**src/rtl/rfalu_pkg.sv**
```systemverilog
package rfalu_pkg;

  typedef enum logic [1:0] {
    SRC_EXT     = 2'b00,
    SRC_ALU     = 2'b01,
    SRC_PORTA   = 2'b10,
    SRC_EXT_ALT = 2'b11
  } wr_src_e;

  typedef enum logic [2:0] {
    OP_ADD  = 3'd0,
    OP_SUB  = 3'd1,
    OP_AND  = 3'd2,
    OP_OR   = 3'd3,
    OP_NAND = 3'd4,
    OP_NOR  = 3'd5,
    OP_RSV6 = 3'd6,
    OP_RSV7 = 3'd7
  } alu_op_e;

  // Strobes the control sends to the datapath.
  typedef struct packed {
    logic    arith;     // adder/subtractor result selected
    logic    subtract;  // subtract instead of add
    logic    useOr;     // logic unit: OR when set, AND when clear
    logic    invert;    // invert the logic unit output
    logic    zeroOut;   // force result and flag to zero
    wr_src_e srcSel;    // write-data selector
  } ctrl_strobes_t;

endpackage

```
**src/rtl/rfalu_hold_cell.sv**
```systemverilog
module rfalu_hold_cell (
  input  logic clk,
  input  logic rst,
  input  logic en,
  input  logic d,
  output logic q
);
  logic nxt;

  // Recirculating hold mux in front of the flip-flop.
  assign nxt = en ? d : q;

  always_ff @(posedge clk) begin
    if (rst) q <= 1'b0;
    else     q <= nxt;
  end
endmodule

```
**src/rtl/rfalu_ctrl.sv**
```systemverilog
module rfalu_ctrl
  import rfalu_pkg::*;
#(
  parameter int REG_COUNT = 8,
  parameter int ADDR_W    = $clog2(REG_COUNT)
) (
  input  logic                 wrEn,
  input  logic [ADDR_W-1:0]    wrAddr,
  input  logic [1:0]           wrSrc,
  input  logic [2:0]           aluOp,
  output logic [REG_COUNT-1:0] rowWe,
  output ctrl_strobes_t        strobes
);

  // Write-address decoder: one enable per row.
  for (genvar g = 0; g < REG_COUNT; g++) begin : g_dec
    assign rowWe[g] = wrEn && (wrAddr == ADDR_W'(g));
  end

  always_comb begin
    strobes          = '0;
    strobes.srcSel   = wr_src_e'(wrSrc);
    unique case (alu_op_e'(aluOp))
      OP_ADD:  strobes.arith = 1'b1;
      OP_SUB:  begin strobes.arith = 1'b1; strobes.subtract = 1'b1; end
      OP_AND:  strobes.useOr = 1'b0;
      OP_OR:   strobes.useOr = 1'b1;
      OP_NAND: strobes.invert = 1'b1;
      OP_NOR:  begin strobes.useOr = 1'b1; strobes.invert = 1'b1; end
      default: strobes.zeroOut = 1'b1;
    endcase
  end
endmodule

```
**src/rtl/rfalu_datapath.sv**
```systemverilog
module rfalu_datapath
  import rfalu_pkg::*;
#(
  parameter int DATA_W    = 4,
  parameter int REG_COUNT = 8,
  parameter int ADDR_W    = $clog2(REG_COUNT)
) (
  input  logic                 clk,
  input  logic                 rst,
  input  logic [DATA_W-1:0]    dataIn,
  input  logic [ADDR_W-1:0]    rdAddrA,
  input  logic [ADDR_W-1:0]    rdAddrB,
  input  logic [REG_COUNT-1:0] rowWe,
  input  ctrl_strobes_t        strobes,
  output logic [DATA_W-1:0]    aluOut,
  output logic                 carryOut
);
  localparam int EXT_W = DATA_W + 1;

  logic [DATA_W-1:0] rowQ [REG_COUNT];
  logic [DATA_W-1:0] wrData;
  logic [DATA_W-1:0] opA;
  logic [DATA_W-1:0] opB;
  logic [EXT_W-1:0]  arithRes;
  logic [DATA_W-1:0] logicRes;

  // Storage: one hold cell per bit.
  for (genvar r = 0; r < REG_COUNT; r++) begin : g_row
    logic [DATA_W-1:0] rowBits;
    for (genvar b = 0; b < DATA_W; b++) begin : g_bit
      rfalu_hold_cell u_cell (
        .clk (clk),
        .rst (rst),
        .en  (rowWe[r]),
        .d   (wrData[b]),
        .q   (rowBits[b])
      );
    end
    assign rowQ[r] = rowBits;
  end

  // Read ports: REG_COUNT-to-1 selectors.
  always_comb begin
    opA = '0;
    opB = '0;
    for (int i = 0; i < REG_COUNT; i++) begin
      if (rdAddrA == ADDR_W'(i)) opA = rowQ[i];
      if (rdAddrB == ADDR_W'(i)) opB = rowQ[i];
    end
  end

  // ALU.
  always_comb begin
    if (strobes.subtract) arithRes = {1'b0, opA} - {1'b0, opB};
    else                  arithRes = {1'b0, opA} + {1'b0, opB};
    logicRes = strobes.useOr ? (opA | opB) : (opA & opB);
    if (strobes.invert) logicRes = ~logicRes;

    if (strobes.zeroOut) begin
      aluOut   = '0;
      carryOut = 1'b0;
    end else if (strobes.arith) begin
      aluOut   = arithRes[DATA_W-1:0];
      carryOut = arithRes[DATA_W];
    end else begin
      aluOut   = logicRes;
      carryOut = 1'b0;
    end
  end

  // Write-data selector.
  always_comb begin
    unique case (strobes.srcSel)
      SRC_ALU:   wrData = aluOut;
      SRC_PORTA: wrData = opA;
      default:   wrData = dataIn;
    endcase
  end
endmodule

```
**src/rtl/rfalu_top.sv**
```systemverilog
module rfalu_top
  import rfalu_pkg::*;
#(
  parameter  int DATA_W    = 4,
  parameter  int REG_COUNT = 8,
  localparam int ADDR_W    = $clog2(REG_COUNT)
) (
  input  logic              clk,
  input  logic              rst,
  input  logic [DATA_W-1:0] dataIn,
  input  logic [1:0]        wrSrc,
  input  logic [ADDR_W-1:0] wrAddr,
  input  logic              wrEn,
  input  logic [ADDR_W-1:0] rdAddrA,
  input  logic [ADDR_W-1:0] rdAddrB,
  input  logic [2:0]        aluOp,
  output logic [DATA_W-1:0] aluOut,
  output logic              carryOut
);
  logic [REG_COUNT-1:0] rowWe;
  ctrl_strobes_t        strobes;

  rfalu_ctrl #(.REG_COUNT(REG_COUNT), .ADDR_W(ADDR_W)) u_ctrl (
    .wrEn    (wrEn),
    .wrAddr  (wrAddr),
    .wrSrc   (wrSrc),
    .aluOp   (aluOp),
    .rowWe   (rowWe),
    .strobes (strobes)
  );

  rfalu_datapath #(.DATA_W(DATA_W), .REG_COUNT(REG_COUNT), .ADDR_W(ADDR_W)) u_dp (
    .clk      (clk),
    .rst      (rst),
    .dataIn   (dataIn),
    .rdAddrA  (rdAddrA),
    .rdAddrB  (rdAddrB),
    .rowWe    (rowWe),
    .strobes  (strobes),
    .aluOut   (aluOut),
    .carryOut (carryOut)
  );
endmodule

```
**config.mk**
```make
export PLATFORM = sky130hd
export DESIGN_NAME = rfalu_top
export DESIGN_NICKNAME = d
export VERILOG_FILES = /design/src/rtl/rfalu_pkg.sv /design/src/rtl/rfalu_hold_cell.sv /design/src/rtl/rfalu_ctrl.sv /design/src/rtl/rfalu_datapath.sv /design/src/rtl/rfalu_top.sv
export SDC_FILE = /design/constraint.sdc
export NUM_CORES = 1
export LEC_CHECK = 0
export BUFFER_PORTS_ARGS = -buffer_cell sky130_fd_sc_hd__buf_4
export CAP_MARGIN = 20
export CELL_PAD_IN_SITES_DETAIL_PLACEMENT = 0
export CELL_PAD_IN_SITES_GLOBAL_PLACEMENT = 1
export CORE_MARGIN = 2
export CORE_UTILIZATION = 46
export DETAILED_ROUTE_END_ITERATION = 16
export PLACE_DENSITY_LB_ADDON = 0.1
export SLEW_MARGIN = 25
export SYNTH_ARGS = -nofsm -noshare
export SYNTH_HDL_FRONTEND = slang
export SYNTH_SLANG_ARGS = --single-unit
```
**constraint.sdc**
```tcl
create_clock -name clk -period 4.1 [get_ports clk]
set_input_delay 0.205 -clock clk [delete_from_list [all_inputs] [get_ports clk]]
set_output_delay 0.205 -clock clk [all_outputs]
set_load 0.01 [all_outputs]
```
Word-level counts from Yosys, hierarchy flattened
Index checks and enable logic that the tools add are counted.
- bits in registers: 32
- ROM bits: 0
- output and inout port bits: 5
- bits in latches: 0
- memory bits (writable): 0
- word-level logic and storage cells: 109
- memories kept: 0
- add/sub/neg operators: 2
- eq/ne operators: 28
- div/mod/pow operators: 0
- order comparisons: 0
- bitwise gates (word level): 3
- multiplexer cells: 28
- multipliers: 0
- shift-type cells: 0
- reduce and logical (&&, ||, !) cells: 16
- operators with widths (operator ; count):
    2-to-1 mux 4 bit ; 20
    equality test 3 bit, second input constant ; 14
    equality test 3 x 2 -> 1 bit, second input constant ; 8
    equality test 3 x 1 -> 1 bit, second input constant ; 4
    zero test 3 bit ; 4
    logical AND 1 bit ; 8
    one-hot mux 4 bit (2 select lines) ; 1
    2-to-1 mux 1 bit ; 6
    OR reduction 2 bit ; 3
    OR reduction 6 bit ; 1
    adder 4 x 4 -> 5 bit ; 1
    2-to-1 mux 5 bit ; 1
    subtractor 4 x 4 -> 5 bit ; 1
    AND 4 bit ; 1
    inverter 4 bit ; 1
    OR 4 bit ; 1
    equality test 2 x 1 -> 1 bit, second input constant ; 1
    equality test 2 bit, second input constant ; 1

Depth between registers and ports, before layout
- word-level depth: 16
- mapped depth: 14
- depth with buffers taken out: 12

Cells and area by module
Synthesis repeated with hierarchy kept, for this count alone.
- cell total of the unflattened synthesis: 270
- area, all modules: 2362.3 µm²
- by module, submodules not included (module ; seq. area each (µm²) ; cells each ; times used ; area an instance (µm²)):
    rfalu_datapath ; 0.0 ; 153 ; 1 ; 1154.9
    rfalu_hold_cell ; 20.0 ; 3 ; 32 ; 33.8
    rfalu_ctrl ; 0.0 ; 21 ; 1 ; 126.4

Worst setup path before layout
OpenSTA, ideal clock, no wires.
- kind: register to register
- from: register u_dp.g_row[6].g_bit[1].u_cell.q
- to: register u_dp.g_row[0].g_bit[3].u_cell.q
- period minus slack after synthesis: 3485 ps
- path slack: 615 ps
- data arrival time: 3346 ps
- stages on the path, launching flop included: 13
- data required time: 3961 ps
- library setup time: 139 ps
- cells stage by stage: dfxtp_1 > mux4_4 > mux2i_2 > ha_1 > a21oi_1 > ha_1 > nor2b_1 > o21a_1 > or3_1 > a21o_2 > a221oi_1 > mux2_4 > o41ai_2
- word-level cells in the longest chain between the ends: 7
- RTL lines (what ; RTL line ; source):
    start, declared ; rfalu_hold_cell.sv:6 ; output logic q
    start signal, assigned ; rfalu_hold_cell.sv:15 ; else q <= nxt;
    2-to-1 mux 4 bit, on equally long branches (2 in series) ; rfalu_datapath.sv:47, rfalu_datapath.sv:48 ;
    adder 4 x 4 -> 5 bit or subtractor 4 x 4 -> 5 bit (tied branches) ; rfalu_datapath.sv:55, rfalu_datapath.sv:54 ;
    2-to-1 mux 5 bit * ; rfalu_datapath.sv:54 ; if (strobes.subtract) arithRes = {1'b0, opA} - {1'b0, opB};
    2-to-1 mux 4 bit * ; rfalu_datapath.sv:62 ; end else if (strobes.arith) begin
    2-to-1 mux 4 bit * ; rfalu_datapath.sv:59 ; if (strobes.zeroOut) begin
    one-hot mux 4 bit (2 select lines) * ; rfalu_datapath.sv:73 ; unique case (strobes.srcSel)
    end signal, assigned ; rfalu_hold_cell.sv:15 ;
    end, declared ; rfalu_hold_cell.sv:6 ;
Mark *: on every way between the ends. The rest lies on a longest branch, timed or not.
A chain may end at the register's enable or synchronous reset.

Worst setup path in the final report
- from: register u_dp.g_row[6].g_bit[1].u_cell.q
- to: register u_dp.g_row[5].g_bit[3].u_cell.q
- word-level cells in the longest chain between the ends: 7
- RTL lines (what ; RTL line):
    2-to-1 mux 4 bit, on equally long branches (2 in series) ; rfalu_datapath.sv:47, rfalu_datapath.sv:48
    adder 4 x 4 -> 5 bit or subtractor 4 x 4 -> 5 bit (tied branches) ; rfalu_datapath.sv:55, rfalu_datapath.sv:54
    2-to-1 mux 5 bit * ; rfalu_datapath.sv:54
    2-to-1 mux 4 bit * ; rfalu_datapath.sv:62
    2-to-1 mux 4 bit * ; rfalu_datapath.sv:59
    one-hot mux 4 bit (2 select lines) * ; rfalu_datapath.sv:73
    end signal, assigned ; rfalu_hold_cell.sv:15
    end, declared ; rfalu_hold_cell.sv:6
Marked as above.

==> results summary <==
The internal power is 0.535 mW. The net switching power is 0.228 mW. The count of flip-flops with a built-in enable after synthesis is 0.

The largest incremental delay on the critical path came out at 0.60 ns. The tightest min-delay check is of the in2reg type. The post-synthesis instance area is 0.00248 mm². The most used flip-flop cell after synthesis is sky130_fd_sc_hd__dfxtp_1. The die width is 77.4 µm. The switching part of the total power came out at 0.298. The number of design-rule violations left by the first detailed-router iteration is 124. In this run the static leakage power is 1.11 nW. The final count of hold timing violations is 0. Setup total negative slack on the finished layout was measured at 0 ns. STA puts the critical path data required time at 4.24 ns. The overflow left after global routing is 0.

STA classifies the critical path startpoint as a flop. The overall power after layout is 0.763 mW. Of the total power, the clock network draws 0.326. The library cells used most frequently in the layout, excluding fill and tap cells, are 32 x sky130_fd_sc_hd__dfxtp_1, 28 x sky130_fd_sc_hd__nand3_1, 28 x sky130_fd_sc_hd__buf_4. The power per standard cell area came out at 279 mW/mm².

The first-pass GRT wire length is 10.6 mm. Of the post-synthesis cell area, the dominant cell type holds 0.259. The biggest area consumer among synthesized cells is sky130_fd_sc_hd__dfxtp_1. The startpoint identified for the worst register-to-register timing path is u_dp.g_row[6].g_bit[1].u_cell.q.

The number of remaining DRC errors is 0. The first detailed-routing pass ran for 4 iterations. The CTS buffer count came out at 5. Clock tree synthesis found a total of 32 sinks. From bottom edge to top edge, the die measures 77.4 µm. Leaving out fill and tap cells, the most frequent cell in the layout is sky130_fd_sc_hd__dfxtp_1. The total of warnings raised by yosys came out at 0.

The master of the slowest instance on the critical path is sky130_fd_sc_hd__mux4_4. The final antenna-violating net count is 0. The number of resized instances in the post-cts repair step is 0. The number of buffers between clock root and the deepest sink is 2. The flow ran to the end, and the final reports show no timing, DRC or antenna violations. The HPWL after detailed placement is 4.78 mm.

The total number of vias is 2132. The fraction of synthesis flops using an asynchronous set or reset pin came out at 0. The critical path is of the reg2reg type. The final number of setup-violating endpoints came out at 0. The kind of capture point of the worst setup path is a flop.

The largest registers in the layout are u_dp.g_row.g_bit.u_cell.q (32). The die covers 0.00599 mm². The combinational share of power came out at 0.251.

More flip-flops sit in one register than any other, and that register is u_dp.g_row.g_bit.u_cell.q. The final RePlAce weighted congestion came out at 0.820. The net count of the finished layout is 318.

The signal arrival time at the worst endpoint came out at 3.68 ns. For this configuration, the core starts out at a cell density of 0.482. The maximum fanout along the worst path came out at 8. The number of antenna violations at the first check in global routing came out at 0.

The filler cells instantiated in the layout total 516. The repair_antennas step left the layout with diodes totalling 0. Once routing completed, OpenROAD measured the worst setup slack at 0.559 ns. The initialized floorplan defines 26 standard-cell rows.

The deepest level of the CTS H-tree is 2. The routed design could run at a clock period as short as 3.54 ns. The gate count after technology mapping is 267. The insertion delay to the later sink of the worst-skew pair came out at 0.28 ns. The clock input transition at the sequential cells of the worst setup and hold paths is 0.06 ns. The maximum number of pins on one net before global-route repair came out at 27. The signal on the critical path passes through mux4_4 > mux2i_2 > ha_1 > a21oi_1 > ha_1 > nor2b_1 > o21a_1 > or3_1 > a21o_2 > a221oi_1 > mux2_4 > o41ai_2. The sum of buffers and inverters on the critical path is 0. The register with the most flip-flops in the layout has 32 of them. Summed over all layers, the routed wires come to 6.23 mm. The total count of max-transition violations in the final report came out at 0. The average via count per standard cell came out at 5.96. The detail-routed net length per standard cell came out at 17.4 µm. On the critical path the largest part of the delay comes from multiplexers. The register share of total power came out at 0.423. Before CTS, the worst setup slack after placement is 0.408 ns.

The sequential cell area fraction in the yosys report is 0.259. After synthesis the netlist holds a flip-flop and latch count of 32. The cell area after placement came out at 0.00264 mm². The startpoint identified for the worst hold timing path is rst. With fillers left out, the area of the finished cells amounts to 0.00273 mm².

The fraction of final layout cells sized beyond drive strength 1 is 0.247. The number of nets in the synthesized netlist came out at 298. The aggregate global-route resource usage came out at 0.221. The area overhead of the layout relative to synthesis is 10.3%. The cell that appears most often on the critical path is sky130_fd_sc_hd__ha_1. Buffers inserted to repair hold after CTS numbered 0. The timing-limited maximum frequency is 282 MHz.

The port buffer count is 25. The count of boundary I/O pins is 26. Ranked by total cell area, the synthesized netlist is headed by sky130_fd_sc_hd__dfxtp_1 26%, sky130_fd_sc_hd__mux4_2 8.2%, sky130_fd_sc_hd__nand3_1 5.7%.

The cell sitting at the root of the clock tree is a sky130_fd_sc_hd__clkbuf_8. The post-CTS setup repair buffer count is 0. The average instance in the mapped netlist occupies 9.28 µm². Across the run, the number of max-cap violations was 0. In the finished design, the share of the clock period the worst path needs comes to 0.864. The worst max-slew margin expressed relative to the limit came out at 0.413. The worst clock skew on the final layout is 0.00692 ns. The CTS tree is yes. The peak ir drop on the vdd network came out at 152 µV.

The via count of the first global-routing pass is 2034. For the pin with the worst max-slew slack, the measured transition is 0.877 ns. The floorplan core area is 0.00514 mm². In this run the worst setup path begins at u_dp.g_row[6].g_bit[1].u_cell.q. Setup repair after global routing left no endpoint under its margin. The netlist uses 61 different library cells.
-- Yosys cell counts (3+ instances only) --
cell                       number
sky130_fd_sc_hd__mux2_2         3
sky130_fd_sc_hd__buf_6          3
sky130_fd_sc_hd__mux4_2         9
sky130_fd_sc_hd__o41ai_2        8
sky130_fd_sc_hd__dfxtp_1       32
sky130_fd_sc_hd__clkbuf_1       3
sky130_fd_sc_hd__o21ai_0        6
sky130_fd_sc_hd__a21oi_1       11
sky130_fd_sc_hd__and2b_2        3
sky130_fd_sc_hd__mux2i_1       12
sky130_fd_sc_hd__ha_1           9
sky130_fd_sc_hd__xnor2_1        3
sky130_fd_sc_hd__nor2_1        18
sky130_fd_sc_hd__clkbuf_8       4
sky130_fd_sc_hd__o21ai_1       22
sky130_fd_sc_hd__a221oi_1       6
sky130_fd_sc_hd__nor3_1         5
sky130_fd_sc_hd__inv_1         12
sky130_fd_sc_hd__buf_2          3
sky130_fd_sc_hd__nand3_1       28
sky130_fd_sc_hd__o21a_1         4
sky130_fd_sc_hd__nand3b_1       3
sky130_fd_sc_hd__nand2_1       13
-- per-stage QoR --
stage / util / hold WS, ns / std cells
after floorplan: - / 0.448 / 267
after global placement: 0.514 / 0.466 / 350
after detailed placement: 0.514 / 0.471 / 350
after CTS: 0.532 / 0.265 / 358
after global routing: 0.532 / 0.271 / 358
final: 0.532 / 0.268 / 358
-- path summary, 6_finish.rpt --
path              cells past startpoint  slack [ns]                               to
hold / removal                        2        0.27  u_dp.g_row[1].g_bit[0].u_cell.q
setup reg to reg                     12        0.56  u_dp.g_row[5].g_bit[3].u_cell.q
setup / recovery                     12        0.56  u_dp.g_row[5].g_bit[3].u_cell.q
hold reg to reg                       2        0.48  u_dp.g_row[2].g_bit[1].u_cell.q
-- layout make-up --
type	instances	area [µm²]	share of cell area
well taps	70	87.6	0.0321
multi-input cells	206	1650	0.604
flip-flops and latches	32	641	0.234
repair buffers	28	210	0.0769
clock buffers	8	90.1	0.0330
inverters	14	52.6	0.0192
-- power groups by stage --
| stage | registers (mW) | logic, mW | clock network (mW) |
|---|---|---|---|
| after floorplan | 0.328 | 0.142 | 0 |
| after global placement | 0.330 | 0.191 | 0 |
| after detailed placement | 0.330 | 0.192 | 0 |
| after CTS | 0.323 | 0.192 | 0.254 |
| after global routing | 0.323 | 0.215 | 0.268 |
| final | 0.323 | 0.192 | 0.249 |
-- cells by family (layout without fill, tap and decap cells) --
logic type | Yosys count | in the layout | share of synthesized area
flops | 32 | 32 | 0.259
simple gates | 81 | 81 | 0.164
compound gates | 82 | 82 | 0.260
fa+ha+maj | 11 | 11 | 0.0581
buf+inv | 29 | 50 | 0.0747
mux | 28 | 28 | 0.170
xor+xnor | 4 | 4 | 0.0141
-- routing by layer --
| metal | up-vias | GRT usage | share of wire |
|---|---|---|---|
| met2 | 41 | 0.364 | 0.47 |
| met4 | 0 | 0.0268 | 0.0019 |
| li1 | 1060 | - | - |
| met5 | - | 0 | 0 |
| met3 | 2 | 0.0360 | 0.042 |
| met1 | 1029 | 0.315 | 0.49 |
(Power assumes the default switching activity.)
